[config.mk]
export PLATFORM = sky130hd
export DESIGN_NAME = alarm_evq
export DESIGN_NICKNAME = d
export VERILOG_FILES = /design/src/rtl/evq_pkg.sv /design/src/rtl/evq_ctrl.sv /design/src/rtl/evq_datapath.sv /design/src/rtl/alarm_evq.sv
export SDC_FILE = /design/constraint.sdc
export NUM_CORES = 1
export LEC_CHECK = 0
export BUFFER_PORTS_ARGS = -buffer_cell sky130_fd_sc_hd__buf_2
export CAP_MARGIN = 10
export CORE_AREA = 2 2 121 123
export DETAILED_ROUTE_END_ITERATION = 10
export DIE_AREA = 0 0 123 125
export HOLD_SLACK_MARGIN = 0.05
export REMOVE_ABC_BUFFERS = 1
export SYNTH_ARGS = -nofsm -noshare
export SYNTH_HDL_FRONTEND = slang
export SYNTH_HIERARCHICAL = 1
export SYNTH_SLANG_ARGS = --single-unit
[constraint.sdc]
create_clock -name clk -period 4.2 [get_ports clk]
set_input_delay 0.21 -clock clk [delete_from_list [all_inputs] [get_ports clk]]
set_output_delay 0.21 -clock clk [all_outputs]
set_load 0.01 [all_outputs]
[src/rtl/evq_pkg.sv]
package evq_pkg;
  // Strobes from control to datapath for one cycle
  typedef struct packed {
    logic push;
    logic pop;
    logic flush;
    logic drop;
  } qStrobe_t;
endpackage

[src/rtl/evq_ctrl.sv]
module evq_ctrl
  import evq_pkg::*;
#(
  parameter int NUM_TRAP = 5,
  parameter int NUM_MON  = 17,
  parameter int CODE_W   = 7,
  parameter int TMO_W    = 8
) (
  input  logic                clk,
  input  logic                rstN,
  input  logic                slotOccIn,
  input  logic [NUM_TRAP-1:0] trapIn,
  input  logic [NUM_MON-1:0]  monAlarmIn,
  input  logic                tickIn,
  input  logic                regWe,
  input  logic [1:0]          regAddr,
  input  logic [TMO_W-1:0]    regWdata,
  input  logic                popIn,
  input  logic                flushIn,
  input  logic                qFull,
  output qStrobe_t            strb,
  output logic [CODE_W:0]     pushEntry
);
  localparam int NSRC   = NUM_TRAP + NUM_MON + 2;
  localparam int SW_IDX = NUM_TRAP + 1;
  localparam int IDX_W  = $clog2(NSRC);

  logic [NSRC-1:0]   pend, req, grantVec;
  logic [IDX_W-1:0]  grantIdx;
  logic              anyGrant;
  logic              armed, swRelease, tmoEn;
  logic [CODE_W-1:0] swCode, swPendCode, swSel;
  logic [TMO_W-1:0]  tmoReg, tmoCnt;
  logic              wrTmo, wrCtl, wrCode, cancel;

  assign wrTmo  = regWe && (regAddr == 2'd0);
  assign wrCtl  = regWe && (regAddr == 2'd1);
  assign wrCode = regWe && (regAddr == 2'd2);
  assign cancel = wrTmo || (wrCtl && !regWdata[0]);

  assign swRelease = armed && !pend[SW_IDX] && !cancel &&
                     (!tmoEn || (tmoCnt >= tmoReg));

  // Request vector in priority order, lowest index wins
  always_comb begin
    req = pend;
    req[0] = pend[0] | slotOccIn;
    for (int i = 0; i < NUM_TRAP; i++) req[1+i] = pend[1+i] | trapIn[i];
    req[SW_IDX] = pend[SW_IDX] | swRelease;
    for (int j = 0; j < NUM_MON; j++) req[SW_IDX+1+j] = pend[SW_IDX+1+j] | monAlarmIn[j];
  end

  always_comb begin
    grantIdx = '0;
    for (int i = NSRC - 1; i >= 0; i--) begin
      if (req[i]) grantIdx = IDX_W'(i);
    end
  end

  assign anyGrant = (|req) && !flushIn;
  assign grantVec = anyGrant ? (NSRC'(1) << grantIdx) : '0;
  assign swSel    = pend[SW_IDX] ? swPendCode : swCode;
  assign pushEntry = (grantIdx == IDX_W'(SW_IDX)) ? {1'b1, swSel}
                   : {1'b0, CODE_W'({1'b0, grantIdx}) + CODE_W'(1)};

  assign strb.push  = anyGrant && (!qFull || popIn);
  assign strb.drop  = anyGrant && qFull && !popIn;
  assign strb.pop   = popIn && !flushIn;
  assign strb.flush = flushIn;

  always_ff @(posedge clk) begin
    if (!rstN) begin
      pend       <= '0;
      armed      <= 1'b0;
      swCode     <= '0;
      swPendCode <= '0;
      tmoReg     <= '0;
      tmoEn      <= 1'b0;
      tmoCnt     <= '0;
    end else begin
      pend <= req & ~grantVec;
      if (swRelease) swPendCode <= swCode;
      if (wrTmo) tmoReg <= regWdata;
      if (wrCtl) tmoEn <= regWdata[0];
      if (wrCode) swCode <= regWdata[CODE_W-1:0];
      if (cancel)         armed <= 1'b0;
      else if (wrCode)    armed <= 1'b1;
      else if (swRelease) armed <= 1'b0;
      if (cancel) tmoCnt <= '0;
      else if (tmoEn && tickIn && (tmoCnt < tmoReg)) tmoCnt <= tmoCnt + TMO_W'(1);
    end
  end


  grant_onehot_chk: assert property (@(posedge clk) disable iff (!rstN)
    $onehot0(grantVec));

  cnt_le_limit_chk: assert property (@(posedge clk) disable iff (!rstN)
    tmoCnt <= tmoReg);

  cancel_clears_chk: assert property (@(posedge clk) disable iff (!rstN)
    cancel |=> (tmoCnt == '0) && !armed);

  push_drop_excl_chk: assert property (@(posedge clk) disable iff (!rstN)
    !(strb.push && strb.drop));
endmodule

[src/rtl/evq_datapath.sv]
module evq_datapath
  import evq_pkg::*;
#(
  parameter int DEPTH   = 8,
  parameter int ENTRY_W = 8
) (
  input  logic               clk,
  input  logic               rstN,
  input  qStrobe_t           strb,
  input  logic [ENTRY_W-1:0] pushEntry,
  output logic               qFull,
  output logic               headValid,
  output logic [ENTRY_W-1:0] headEntry,
  output logic [$clog2(DEPTH+1)-1:0] level,
  output logic               ovf
);
  localparam int PTR_W = (DEPTH > 1) ? $clog2(DEPTH) : 1;
  localparam int LVL_W = $clog2(DEPTH+1);

  logic [ENTRY_W-1:0] mem [DEPTH];
  logic [PTR_W-1:0]   wrPtr, rdPtr;
  logic               doPop, doPush;

  assign doPop     = strb.pop && (level != '0);
  assign doPush    = strb.push;
  assign qFull     = (level == LVL_W'(DEPTH));
  assign headValid = (level != '0);
  assign headEntry = mem[rdPtr];

  always_ff @(posedge clk) begin
    if (!rstN) begin
      wrPtr <= '0;
      rdPtr <= '0;
      level <= '0;
      ovf   <= 1'b0;
    end else if (strb.flush) begin
      wrPtr <= '0;
      rdPtr <= '0;
      level <= '0;
      ovf   <= 1'b0;
    end else begin
      if (doPush) begin
        mem[wrPtr] <= pushEntry;
        wrPtr <= (wrPtr == PTR_W'(DEPTH-1)) ? '0 : wrPtr + PTR_W'(1);
      end
      if (doPop) rdPtr <= (rdPtr == PTR_W'(DEPTH-1)) ? '0 : rdPtr + PTR_W'(1);
      if (doPush && !doPop)      level <= level + LVL_W'(1);
      else if (doPop && !doPush) level <= level - LVL_W'(1);
      if (strb.drop) ovf <= 1'b1;
    end
  end


  level_bound_chk: assert property (@(posedge clk) disable iff (!rstN)
    level <= LVL_W'(DEPTH));

  no_push_full_chk: assert property (@(posedge clk) disable iff (!rstN)
    strb.push |-> (!qFull || doPop));

  flush_empty_chk: assert property (@(posedge clk) disable iff (!rstN)
    strb.flush |=> (level == '0) && !ovf);

  ovf_sticky_chk: assert property (@(posedge clk) disable iff (!rstN)
    (ovf && !strb.flush) |=> ovf);
endmodule

[src/rtl/alarm_evq.sv]
module alarm_evq
  import evq_pkg::*;
#(
  parameter int NUM_TRAP = 5,
  parameter int NUM_MON  = 17,
  parameter int DEPTH    = 8,
  parameter int CODE_W   = 7,
  parameter int TMO_W    = 8,
  localparam int LVL_W   = $clog2(DEPTH+1)
) (
  input  logic                clk,
  input  logic                rstN,
  input  logic                slotOccIn,
  input  logic [NUM_TRAP-1:0] trapIn,
  input  logic [NUM_MON-1:0]  monAlarmIn,
  input  logic                tickIn,
  input  logic                regWe,
  input  logic [1:0]          regAddr,
  input  logic [TMO_W-1:0]    regWdata,
  input  logic                popIn,
  input  logic                flushIn,
  output logic                headValid,
  output logic [CODE_W:0]     headEntry,
  output logic [LVL_W-1:0]    queueLevel,
  output logic                overflowFlag
);
  qStrobe_t          strb;
  logic [CODE_W:0]   pushEntry;
  logic              qFull;

  evq_ctrl #(.NUM_TRAP(NUM_TRAP), .NUM_MON(NUM_MON), .CODE_W(CODE_W), .TMO_W(TMO_W)) u_ctrl (
    .clk(clk), .rstN(rstN), .slotOccIn(slotOccIn), .trapIn(trapIn),
    .monAlarmIn(monAlarmIn), .tickIn(tickIn), .regWe(regWe), .regAddr(regAddr),
    .regWdata(regWdata), .popIn(popIn), .flushIn(flushIn), .qFull(qFull),
    .strb(strb), .pushEntry(pushEntry)
  );

  evq_datapath #(.DEPTH(DEPTH), .ENTRY_W(CODE_W+1)) u_dp (
    .clk(clk), .rstN(rstN), .strb(strb), .pushEntry(pushEntry), .qFull(qFull),
    .headValid(headValid), .headEntry(headEntry), .level(queueLevel),
    .ovf(overflowFlag)
  );
endmodule

==> results by group <==
Run status
  • Status: finished clean

Power
  • Gate power share: 6.6%
  • Clock power frac: 51.7%
  • Reg power frac: 41.7%
  • Switching share of power: 20.21%
  • Sw power: 0.0006890 W
  • Pleak: 2.805 nW
  • Tot Pwr: 0.003409 W
  • Internal power: 0.002720 W
  • Maximum VDD drop: 0.2532 mV
  • Power per cell area: 457.9 nW/um2

CTS
  • Later-pin clock latency in the skew report: 410 ps
  • Maximum root-to-sink buffer count: 2
  • Clock sinks: 134
  • Htree depth: 4
  • PostCTS Resize Cnt: 0
  • Post-CTS setup buffer count: 0
  • CTS tree: yes
  • Hold_buf cts: 0
  • CTS Buf Count: 17
  • Root Driver: clkbuf_16
  • CTS clk-pin slew, worst paths: 60 ps

Drt
  • DR vias/cell: 5.368
  • DRC errors left: 0
  • Routed WL per cell: 16.32 um
  • DRT antenna net count: 0
  • Total Wirelength: 13.09 mm
  • Vias: 4,305
  • Initial DRC Count: 366
  • Pre-antenna DRT Iters: 5

Global route
  • Vias in the first global route: 4,327
  • Met3 Track Usage GR: 4.881%
  • Initial antenna violation count: 0
  • Largest net degree at the start of global routing: 46
  • All-Layer GR Usage: 18.28%
  • Grt peak-use layer: met2
  • First-pass GRT wire length: 21.58 mm
  • Gr ovfl total: 0
  • Met1 usage: 23.78%
  • GR met2 Demand/Resource: 29.61%

Timing
  • Max Clock Freq: 0.2654 GHz
  • Clk_skew: 9.445 ps
  • Max Slew Vio Count: 0
  • Tmin final: 3768 ps
  • Worst-Margin Slew: 950.4 ps
  • Max-slew headroom: 36.41%
  • Unrepaired setup endpoints after global routing: false
  • Final setup violation count: 0
  • Final period utilization: 89.72%
  • Final Hold Fails: 0
  • Post-route setup TNS: 0 ps

Setup path
  • Startpoint class of the critical path: register
  • CP top delay family: compound AO/OA/AOI/OAI gates
  • Slowest Stage Delay on Critical Path: 400 ps
  • Worst-path fanout max: 9
  • Slowest-stage cell, CP: or3_1
  • Critical Path AT: 4130 ps
  • Worst Path Required: 4560 ps
  • Critical Path Sink Type: register
  • CP cell instances: inv_1 > ha_1 > nand2b_1 > a2111oi_0 > or3_1 > a31o_2 > and2_1 > a21oi_1 > a21boi_1 > buf_4 > ha_1 > inv_1 > ha_1 > a21oi_1 > a211o_1 > a211oi_1 > a31o_2
  • Most used cell along the critical path: ha_1
  • Worst Path Buf+Inv: 3
  • CP Class: reg -> reg

Synthesis
  • Top cell type's share of synthesized area: 30.74%
  • EDFF count, synth: 64
  • Synth unique cells: 63
  • Post-Synth XOR/XNOR Area: 0.9806%
  • Asr flop ratio synth: 0%
  • Yosys warnings: 6
  • Largest family of logic cells by synthesized area: simple AND/OR/NAND/NOR gates
  • Compound-Gate Fraction of Synth Area: 10.07%
  • Mapped cell area: 6252 um2
  • Adder-cell area share of the yosys netlist: 4.723%
  • #FFs+latches synth: 134
  • Synth Area in Simple Gates: 15.55%
  • Seq/Total Area, Yosys: 53.15%
  • Post-synth top flop: dfxtp_1
  • Ranking of synthesized cells by area: edfxtp_1 (31%), dfxtp_1 (22%), mux4_1 (6.3%), mux2i_1 (4.6%), ha_1 (4.4%)
  • Syn avg cell area: 11.60 um2
  • Mapped Cells: 539
  • Mux cell area share after synthesis: 12.93%
  • Largest area contributor in the netlist: edfxtp_1

Floorplan
  • Die area: 15,380 um2
  • # rows: 44
  • Die X: 123 um
  • Initial Utilization: 44.02%
  • Die height: 125 um
  • Core Footprint: 14,200 um2
  • IO Count: 53

Worst hold path
  • Hold Path Class: in -> reg

Final layout
  • Post-route cell area: 7445 um2
  • Net count reported at finish: 667
  • Share of cells above drive strength 1: 19.74%
  • Area delta synth->final: 19.07%
  • Ant diodes: 0
  • FILL cells: 1,255

Placed design
  • Post-DP HPWL: 9.158 mm
  • Area after DPL: 6738 um2
  • IO Port Bufs: 52
  • Gpl congestion: 0.8611

Job
  • Maxcap violations: 0
[sequential cells by signal, summed over array words and instances (netlist names), named ones only]
signal             flops
u_dp/mem              64
u_ctrl/tmoReg          8
u_dp/wrPtr             3
u_ctrl/armed           1
u_ctrl/swPendCode      7
u_dp/level             4
u_ctrl/tmoEn           1
u_dp/ovf               1
u_ctrl/swCode          7
u_ctrl/tmoCnt          8
u_dp/rdPtr             3
u_ctrl/pend           24
[area by class of cell]
| type | count | area (um2) | area share (%) |
|---|---|---|---|
| clock buffer | 17 | 425.4 | 5.714 |
| clock inverter | 15 | 281.5 | 3.782 |
| inverter | 18 | 67.56 | 0.9076 |
| multi-input combinational | 370 | 2766 | 37.16 |
| sequential | 134 | 3323 | 44.64 |
| tap | 184 | 230.2 | 3.092 |
| timing repair buffer | 64 | 350.3 | 4.706 |
[logic make-up after synthesis]
family | after synthesis
simple gates | 184
flops | 134
compound gates | 102
mux | 54
buf+inv | 35
fa+ha+maj | 23
xor+xnor | 7
[metrics by stage]
step | hold slack (ps) | setup WS, ps | instances | util, %
final | 71.75 | 431.7 | 802 | 52.41
after global routing | 81.99 | 98.16 | 802 | 52.41
after CTS | 54.53 | 398.3 | 802 | 52.41
after detailed placement | 453.3 | 439.9 | 770 | 47.44
after global placement | 441.7 | 597.6 | 770 | 47.44
after floorplan | 326.1 | 520.3 | 522 | -
[path summary, 6_finish.rpt]
| check | slack, ps | end | from | depth (start not counted) |
|---|---|---|---|---|
| setup / recovery | 430 | u_dp/level[3] | u_ctrl/tmoCnt[0] | 17 |
| hold / removal | 70 | u_ctrl/tmoReg[7] | regWdata[7] | 3 |
| setup reg to reg | 430 | u_dp/level[3] | u_ctrl/tmoCnt[0] | 17 |
| hold reg to reg | 460 | u_ctrl/armed | u_ctrl/armed | 2 |
[cells in the final DEF (no fill, tap or decap), types with 3 or more instances in the layout]
master     count
a211oi_1       6
a21oi_1       37
a31o_2         4
and2_1         7
buf_2         52
buf_4         12
bufinv_16      8
clkbuf_16     17
clkinv_2       5
dfxtp_1       70
edfxtp_1      64
ha_1          22
inv_1         17
mux2_2         9
mux2i_1       29
mux4_1        15
nand2_1       27
nand2b_1       7
nand3_1       14
nand4b_1       3
nor2_1        56
nor2b_1       27
nor3_1         8
nor3b_1        4
nor4_1        12
o211ai_1       3
o21ai_0       28
or3_1          3
xnor2_1        6
[worst min-delay path, stage by stage]
cell and delay (ps):
buf_2 80, mux2i_1 60, nor2b_1 100
[routing by layer]
layer	part of all wire, %	vias up
met4	1.1	0
met1	46	2050
li1	-	2148
met3	3.7	14
met2	49	93
met5	0	-
[power by group through the flow]
stage	clock network, W	registers (W)	logic (W)
after floorplan	0	0.00144	0.000139
after CTS	0.00179	0.00142	0.000226
after detailed placement	0	0.00145	0.000224
final	0.00176	0.00142	0.000224
after global routing	0.00187	0.00143	0.000251
after global placement	0	0.00145	0.000221
[cell usage after synthesis, types with 2 or more instances]
cell type	count
a211oi_1	6
a21oi_1	37
a31o_1	2
a31o_2	4
a31oi_1	2
and2_1	7
and3_1	2
buf_1	2
buf_2	3
clkbuf_1	9
dfxtp_1	70
edfxtp_1	64
ha_1	22
inv_1	17
mux2_2	9
mux2i_1	29
mux4_1	15
nand2_1	27
nand2b_1	7
nand3_1	14
nand3b_1	2
nand4b_1	3
nor2_1	56
nor2b_1	27
nor3_1	8
nor3b_1	4
nor4_1	12
o2111ai_1	2
o211ai_1	3
o21a_1	2
o21ai_0	28
o22ai_1	2
o311ai_0	2
o31ai_1	2
or2_2	2
or3_1	3
or4_1	2
xnor2_1	6
Note: power is estimated with default switching activity, not from simulation.
